## config.mk

```make
export PLATFORM = sky130hd
export DESIGN_NAME = sdiv_mmio
export DESIGN_NICKNAME = d
export VERILOG_FILES = /design/src/rtl/sdiv_pkg.sv /design/src/rtl/sdiv_regs.sv /design/src/rtl/sdiv_core.sv /design/src/rtl/sdiv_mmio.sv
export SDC_FILE = /design/constraint.sdc
export NUM_CORES = 2
export LEC_CHECK = 0
export BUFFER_PORTS_ARGS = -buffer_cell sky130_fd_sc_hd__clkbuf_2
export CORE_MARGIN = 2
export CORE_UTILIZATION = 45
export DETAILED_ROUTE_END_ITERATION = 10
export PLACE_DENSITY = 0.58
export SETUP_SLACK_MARGIN = 0.5
export SLEW_MARGIN = 5
export SYNTH_ARGS = -nofsm -noshare
export SYNTH_HDL_FRONTEND = slang
export SYNTH_SLANG_ARGS = --single-unit
```

## constraint.sdc

```tcl
create_clock -name clk -period 4 [get_ports clk]
set_input_delay 0.4 -clock clk [delete_from_list [all_inputs] [get_ports clk]]
set_output_delay 0.4 -clock clk [all_outputs]
set_load 0.02 [all_outputs]
```

## src/rtl/sdiv_pkg.sv

```systemverilog
package sdiv_pkg;
    localparam int unsigned BUS_W = 32;
    localparam int unsigned OPW   = 2 * BUS_W;

    localparam logic [11:0] A_CTRL   = 12'h280;
    localparam logic [11:0] A_NUM_LO = 12'h290;
    localparam logic [11:0] A_QUO_LO = 12'h2A0;
    localparam logic [11:0] A_QUO_HI = 12'h2A4;
    localparam logic [11:0] A_REM_LO = 12'h2A8;
    localparam logic [11:0] A_REM_HI = 12'h2AC;

    localparam int unsigned CTRL_DZ_BIT   = 14;
    localparam int unsigned CTRL_BUSY_BIT = 15;

    // mode code 3 is an alias of code 1
    typedef enum logic [1:0] {
        MD_N32_D32 = 2'd0,
        MD_N64_D32 = 2'd1,
        MD_N64_D64 = 2'd2,
        MD_N64_D32_ALT = 2'd3
    } div_mode_e;
endpackage

```

## src/rtl/sdiv_regs.sv

```systemverilog
module sdiv_regs
    import sdiv_pkg::*;
(
    input  logic             clk,
    input  logic             rst_n,
    input  logic             bus_we,
    input  logic [11:0]      bus_addr,
    input  logic [BUS_W-1:0] bus_wdata,
    output logic [OPW-1:0]   num,
    output logic [OPW-1:0]   den,
    output logic [1:0]       mode,
    output logic             start
);
    localparam int unsigned NWORDS = 2 * OPW / BUS_W;

    logic [NWORDS-1:0]            hit;
    logic [NWORDS-1:0][BUS_W-1:0] words;
    logic                         ctrl_hit;

    for (genvar g = 0; g < NWORDS; g++) begin : g_word
        localparam logic [11:0] WADDR = A_NUM_LO + 12'(4 * g);
        logic [BUS_W-1:0] q;
        assign hit[g] = bus_we && (bus_addr == WADDR);
        always_ff @(posedge clk) begin
            if (!rst_n)      q <= '0;
            else if (hit[g]) q <= bus_wdata;
        end
        assign words[g] = q;
    end

    assign ctrl_hit = bus_we && (bus_addr == A_CTRL);

    always_ff @(posedge clk) begin
        if (!rst_n)        mode <= MD_N32_D32;
        else if (ctrl_hit) mode <= bus_wdata[1:0];
    end

    assign num   = {words[1], words[0]};
    assign den   = {words[3], words[2]};
    assign start = ctrl_hit || (|hit);

    AST_MODE_HELD: assert property (@(posedge clk) disable iff (!rst_n)
        (bus_we && bus_addr != A_CTRL) |=> $stable(mode));
    AST_START_ON_OPERAND: assert property (@(posedge clk) disable iff (!rst_n)
        (bus_we && bus_addr == A_NUM_LO) |-> start);
endmodule

```

## src/rtl/sdiv_core.sv

```systemverilog
module sdiv_core
    import sdiv_pkg::*;
#(
    parameter int unsigned LAT_SHORT = 36,
    parameter int unsigned LAT_LONG  = 68
) (
    input  logic           clk,
    input  logic           rst_n,
    input  logic           start,
    input  logic [1:0]     mode,
    input  logic [OPW-1:0] num,
    input  logic [OPW-1:0] den,
    output logic           busy,
    output logic [OPW-1:0] quot,
    output logic [OPW-1:0] rem,
    output logic           dz
);
    localparam int unsigned HALF  = OPW / 2;
    localparam int unsigned CNT_W = $clog2(LAT_LONG + 1);
    localparam int unsigned IT_W  = $clog2(OPW + 1);

    typedef enum logic [1:0] {S_IDLE, S_LOAD, S_ITER, S_HOLD} st_e;

    st_e              st, st_nx;
    logic [CNT_W-1:0] cnt;
    logic [IT_W-1:0]  itr;
    logic [OPW:0]     rr, trial;
    logic [OPW-1:0]   qq, dd, num_keep;
    logic [OPW-1:0]   en, ed, an, ad;
    logic             neg_q, neg_r, zero_d, fit, short_m, narrow_d, last_cnt;

    always_comb begin
        short_m  = (mode == MD_N32_D32);
        narrow_d = (mode != MD_N64_D64);
        en = short_m  ? {{HALF{num[HALF-1]}}, num[HALF-1:0]} : num;
        ed = narrow_d ? {{HALF{den[HALF-1]}}, den[HALF-1:0]} : den;
        an = en[OPW-1] ? -en : en;
        ad = ed[OPW-1] ? -ed : ed;
        trial    = {rr[OPW-1:0], qq[OPW-1]};
        fit      = (trial >= {1'b0, dd});
        last_cnt = (cnt == CNT_W'(1));
    end

    always_comb begin
        st_nx = st;
        unique case (st)
            S_IDLE: st_nx = S_IDLE;
            S_LOAD: st_nx = S_ITER;
            S_ITER: if (itr == IT_W'(1)) st_nx = S_HOLD;
            S_HOLD: if (last_cnt) st_nx = S_IDLE;
        endcase
        if (start) st_nx = S_LOAD;
    end

    always_ff @(posedge clk) begin
        if (!rst_n) begin
            st  <= S_IDLE;
            cnt <= '0;
        end else begin
            st <= st_nx;
            if (start)             cnt <= '0;
            else if (st == S_LOAD) cnt <= short_m ? CNT_W'(LAT_SHORT - 1) : CNT_W'(LAT_LONG - 1);
            else if (cnt != '0)    cnt <= cnt - CNT_W'(1);
        end
    end

    always_ff @(posedge clk) begin
        if (!rst_n) begin
            itr <= '0; rr <= '0; qq <= '0; dd <= '0; num_keep <= '0;
            neg_q <= 1'b0; neg_r <= 1'b0; zero_d <= 1'b0;
            quot <= '0; rem <= '0; dz <= 1'b0;
        end else begin
            unique case (st)
                S_IDLE: ;
                S_LOAD: begin
                    itr      <= short_m ? IT_W'(HALF) : IT_W'(OPW);
                    qq       <= short_m ? {an[HALF-1:0], {HALF{1'b0}}} : an;
                    rr       <= '0;
                    dd       <= ad;
                    neg_q    <= en[OPW-1] ^ ed[OPW-1];
                    neg_r    <= en[OPW-1];
                    zero_d   <= (ed == '0);
                    num_keep <= en;
                end
                S_ITER: begin
                    itr <= itr - IT_W'(1);
                    qq  <= {qq[OPW-2:0], fit};
                    rr  <= fit ? trial - {1'b0, dd} : trial;
                end
                S_HOLD: if (last_cnt && !start) begin
                    if (zero_d) begin
                        quot <= num_keep[OPW-1] ? OPW'(1) : '1;
                        rem  <= num_keep;
                        dz   <= 1'b1;
                    end else begin
                        quot <= neg_q ? -qq : qq;
                        rem  <= neg_r ? -rr[OPW-1:0] : rr[OPW-1:0];
                        dz   <= 1'b0;
                    end
                end
            endcase
        end
    end

    assign busy = (st != S_IDLE);

    AST_BUSY_AFTER_START: assert property (@(posedge clk) disable iff (!rst_n)
        start |=> busy);
    AST_CNT_BOUND: assert property (@(posedge clk) disable iff (!rst_n)
        cnt < CNT_W'(LAT_LONG));
    AST_BITS_DONE: assert property (@(posedge clk) disable iff (!rst_n)
        (st == S_ITER) |-> (cnt > CNT_W'(1)));
    AST_DZ_QUOT: assert property (@(posedge clk) disable iff (!rst_n)
        $rose(dz) |-> (quot == OPW'(1) || quot == '1));
    AST_RESULT_HELD: assert property (@(posedge clk) disable iff (!rst_n)
        (!busy && $past(!busy)) |-> ($stable(quot) && $stable(rem)));
endmodule

```

## src/rtl/sdiv_mmio.sv

```systemverilog
module sdiv_mmio
    import sdiv_pkg::*;
(
    input  logic        clk,
    input  logic        rst_n,
    input  logic        bus_we,
    input  logic [11:0] bus_addr,
    input  logic [31:0] bus_wdata,
    output logic [31:0] bus_rdata
);
    logic [OPW-1:0] num, den, quot, rem;
    logic [1:0]     mode;
    logic           start, busy, dz;

    sdiv_regs u_regs (
        .clk(clk), .rst_n(rst_n), .bus_we(bus_we), .bus_addr(bus_addr),
        .bus_wdata(bus_wdata), .num(num), .den(den), .mode(mode), .start(start)
    );

    sdiv_core #(.LAT_SHORT(36), .LAT_LONG(68)) u_core (
        .clk(clk), .rst_n(rst_n), .start(start), .mode(mode), .num(num),
        .den(den), .busy(busy), .quot(quot), .rem(rem), .dz(dz)
    );

    always_comb begin
        bus_rdata = '0;
        case (bus_addr)
            A_CTRL: begin
                bus_rdata[1:0]           = mode;
                bus_rdata[CTRL_DZ_BIT]   = dz;
                bus_rdata[CTRL_BUSY_BIT] = busy;
            end
            A_NUM_LO:         bus_rdata = num[BUS_W-1:0];
            A_NUM_LO + 12'h4: bus_rdata = num[OPW-1:BUS_W];
            A_NUM_LO + 12'h8: bus_rdata = den[BUS_W-1:0];
            A_NUM_LO + 12'hC: bus_rdata = den[OPW-1:BUS_W];
            A_QUO_LO:         bus_rdata = quot[BUS_W-1:0];
            A_QUO_HI:         bus_rdata = quot[OPW-1:BUS_W];
            A_REM_LO:         bus_rdata = rem[BUS_W-1:0];
            A_REM_HI:         bus_rdata = rem[OPW-1:BUS_W];
            default:          bus_rdata = '0;
        endcase
    end
endmodule

```

==> flow_metrics.tcl <==
set metrics [dict create \
    status "completed" \
    drc 0 \
    yosys.area.top_type "dfxtp_1" \
    max_cap_violations 0 \
    clkSinkCount 533 \
    power_density_nw_per_um2 317 \
    wl_mm 141 \
    synth_nets 4446 \
    combPwrFrac 0.034 \
    min_period_ps 3610 \
    synth-seq-cells 533 \
    initial_core_util 0.456 \
    num_vias 33700 \
    end_kind "output pin" \
    clock_power_share 0.508 \
    io_pins 79 \
    route.layer.met1.wl_mm 61.4 \
    yosys.cell_types.count 75 \
    routed_via_density 6.31 \
    hold_viol_final 0 \
    gp_congestion 1.04 \
    nets 4472 \
    min_to "u_regs.g_word[0].q[10]$_SDFFE_PN0P_" \
    layout-drive-gt1-share 0.121 \
    worstHoldPathCells 3 \
    drt_iter0_drc 4893 \
    synth_edf_count 0 \
    top_layer "met5" \
    seq_area_um2 10700 \
    numCtsBuffers 61 \
    final-max-slew-violation-count 0 \
    die-height_um 271 \
    finalSetupViolCount 0 \
    postLayoutSetupSlackWorst_ps 391 \
    max_slew.worst_pin.slew_ps 1300 \
    multi_input_area_um2 20200 \
    die_w_um 271 \
    yosysWarnings 0 \
    first_global_vias 29600 \
    tns_ps 0 \
    reg2reg_depth 10 \
    utilization 0.524 \
    htree_levels 2 \
    period_share 0.902 \
    syn_inst 4322 \
    grt_first_pass_wirelength_mm 204 \
    antenna_cells 0 \
    track_usage 0.369 \
    max_slew_margin 0.134 \
    placed_cells 5216 \
    area_growth_pct 15.1 \
    synthTopCellsByArea "dfxtp_1 (33%), a21oi_1 (8.2%), nand2_1 (7.8%), o21ai_0 (5.4%), xnor2_1 (4.3%)" \
    drt_first_pass_iters 7 \
    met3_length_mm 17.7 \
    syn_area_um2 32000 \
    switchingPower_w 0.00277 \
    critical_path_class "input port to output pin" \
    skew_ps 21.1 \
    wl_per_cell_um 26.5 \
    internal-power_w 0.00891 \
    grt-ovfl-total 0 \
    sw_frac_of_total 0.237 \
    min_path_type "input port to flop" \
    ys.flop_type "dfxtp_1" \
    min_from "bus_wdata[10]" \
    p_seq_frac 0.458 \
    wl_met2_mm 56.6 \
    place_ws_ps 244 \
    startpoint "bus_addr[7]" \
    rsz0062_at_grt "yes" \
    fillerInstances 7022 \
    layoutNonFillerInstCount 5338 \
    placementRows 97 \
    rr_endpoint "u_core.quot[62]$_SDFFE_PN0P_" \
    fmax_mhz 277 \
    worstPathRequired_ps 3600 \
    drt.antenna.violating_nets 0 \
    clkLatencyLatePin_ps 650 \
    reg2reg_slack_ps 510 \
    ys_seq_area_frac 0.334 \
    tritoncts "built" \
    root_buffer "clkbuf_16" \
    antenna_found_initial 2 \
    grt_max_degree 186 \
    cp_max_fo 20 \
    avgSynthCellArea_um2 7.40 \
    die_area_um2 73200 \
    p_leak_nw 14.3 \
    io_buffer_count 78 \
    hold_buffers 0 \
    core_area_um2 70100 \
    cp.arrival_ps 3210 \
    async_flop_share 0 \
    hpwl_mm 104 \
    start_kind "input port" \
    clockBufferDepth 3 \
    irDropWorstVdd_mv 0.342 \
    clk_pin_slew_ps 60 \
    yosysTopAreaCellShare 0.334 \
    r2r_start "u_core.qq[11]$_SDFFE_PN0P_" \
]
flip-flops by register name (all words and copies together) (netlist names):
signal,count
u_core.dz,1
u_core.cnt,7
u_regs.mode,2
u_core.dd,64
u_core.neg_r,1
u_core.qq,64
u_regs.g_word.q,128
u_core.st,2
u_core.itr,7
u_core.quot,64
u_core.rem,64
u_core.rr,64
u_core.neg_q,1
u_core.zero_d,1
u_core.num_keep,63
metrics by stage:
stage	cell area [um^2]	hold slack [ps]	total power, W
after global routing	36800	54.0	0.0120
after floorplan	32000	425	0.00572
after global placement	34200	438	0.00585
after CTS	36400	21.0	0.0117
final	36800	51.7	0.0117
after detailed placement	34200	445	0.00585
synth_stat cells (22+ instances only):
cell / count
nand2_1: 661
dfxtp_1: 533
a21oi_1: 521
nor2_1: 345
o21ai_0: 342
clkbuf_1: 317
xnor2_1: 158
xor2_1: 144
inv_1: 103
nand3_1: 90
a211oi_1: 79
ha_1: 76
nor3_1: 73
a22oi_1: 67
o211ai_1: 67
mux2i_1: 60
o31ai_1: 54
or3_1: 51
or4_1: 44
o41ai_1: 40
a221oi_1: 37
and3_1: 37
nor4_1: 33
nand4_1: 32
nand2b_1: 31
a22o_1: 30
buf_1: 27
a21o_1: 25
and2_1: 24
a31oi_1: 23
a32oi_1: 22
worst max-delay path: stages:
cell and delay, ps:
clkbuf_2 70, nor4b_1 150, nand2_1 130, nor2_1 70, nand2_1 230, nor2_2 70, buf_4 220, a22o_1 250
a221oi_1 850, nand3_1 470, clkbuf_2 280
placed cells by master, fill, tap and decap left out, types with 11 or more instances in the layout:
cell type,netlist,routed
nand3_1,90,89
o21ai_0,342,333
a32oi_1,22,22
dfxtp_1,533,523
a211oi_1,79,76
nand2_1,661,660
o21ai_1,5,12
clkbuf_2,0,77
a311oi_1,14,13
o31ai_1,54,48
xnor2_1,158,157
mux2i_1,60,60
or4_4,1,11
nor2_1,345,336
xor2_1,144,143
nor3_1,73,64
a22o_1,30,30
clkinv_2,0,18
buf_4,0,220
a21oi_1,521,511
or3_1,51,47
clkbuf_1,317,15
clkbuf_16,0,62
and2_1,24,24
a21o_1,25,25
nor4_1,33,26
nand2b_1,31,28
ha_1,76,73
a31oi_1,23,23
a221oi_1,37,36
o211ai_1,67,67
o41ai_1,40,36
nand4_1,32,32
o21bai_1,13,12
o22ai_1,20,20
and3_1,37,35
or4_1,44,34
a22oi_1,67,67
inv_1,103,102
kinds of logic (layout without fill, tap and decap cells):
kind of cell / count (synthesis) / count (layout) / synth area share
muxes: 62 / 62 / 0.0195
AOI/OAI and AO/OA: 1419 / 1419 / 0.272
DFF: 533 / 533 / 0.334
adders and majority gates: 77 / 77 / 0.0304
xor gates and xnor gates: 302 / 302 / 0.0827
buffers and inverters: 451 / 527 / 0.0530
and+or+nand+nor: 1478 / 1478 / 0.209
power groups by stage:
stage | combinational [W] | sequential [W] | clock [W]
2_1_floorplan | 0.000255 | 0.00547 | 0
4_1_cts | 0.000386 | 0.00535 | 0.00595
6_report | 0.000394 | 0.00535 | 0.00593
5_1_grt | 0.000431 | 0.00535 | 0.00617
3_5_place_dp | 0.000384 | 0.00547 | 0
3_3_place_gp | 0.000384 | 0.00547 | 0
what timing repair did:
action | 4_1_cts | 5_1_grt
gates resized for setup | 27 | 76
pin swaps | 3 | 19
setup endpoints to repair | 94 | 123
cloned | 0 | 1
setup buffers | 0 | 8
worst max path at each step:
| stage | cells past startpoint | to |
|---|---|---|
| after floorplan | 10 | u_core.quot[61]$_SDFFE_PN0P_ |
| after global placement | 10 | u_core.rem[58]$_SDFFE_PN0P_ |
| after detailed placement | 10 | u_core.rem[62]$_SDFFE_PN0P_ |
| after CTS | 10 | u_core.rem[62]$_SDFFE_PN0P_ |
| after global routing | 10 | u_core.quot[62]$_SDFFE_PN0P_ |
| final | 11 | bus_rdata[20] |
metal layers:
layer,track usage,up-vias
met2,0.515,1887
met1,0.543,16000
li1,-,15500
met3,0.0967,268
met4,0.122,2
met5,0,-
layout make-up:
type	count	share of cell area
Clock buffer	83	0.0456
Sequential cell	533	0.290
Multi-Input combinational cell	3338	0.548
Tap cell	940	0.0320
Timing Repair Buffer	309	0.0619
Clock inverter	30	0.0107
Inverter	105	0.0109
No activity file was read; power rests on OpenSTA's default activity.
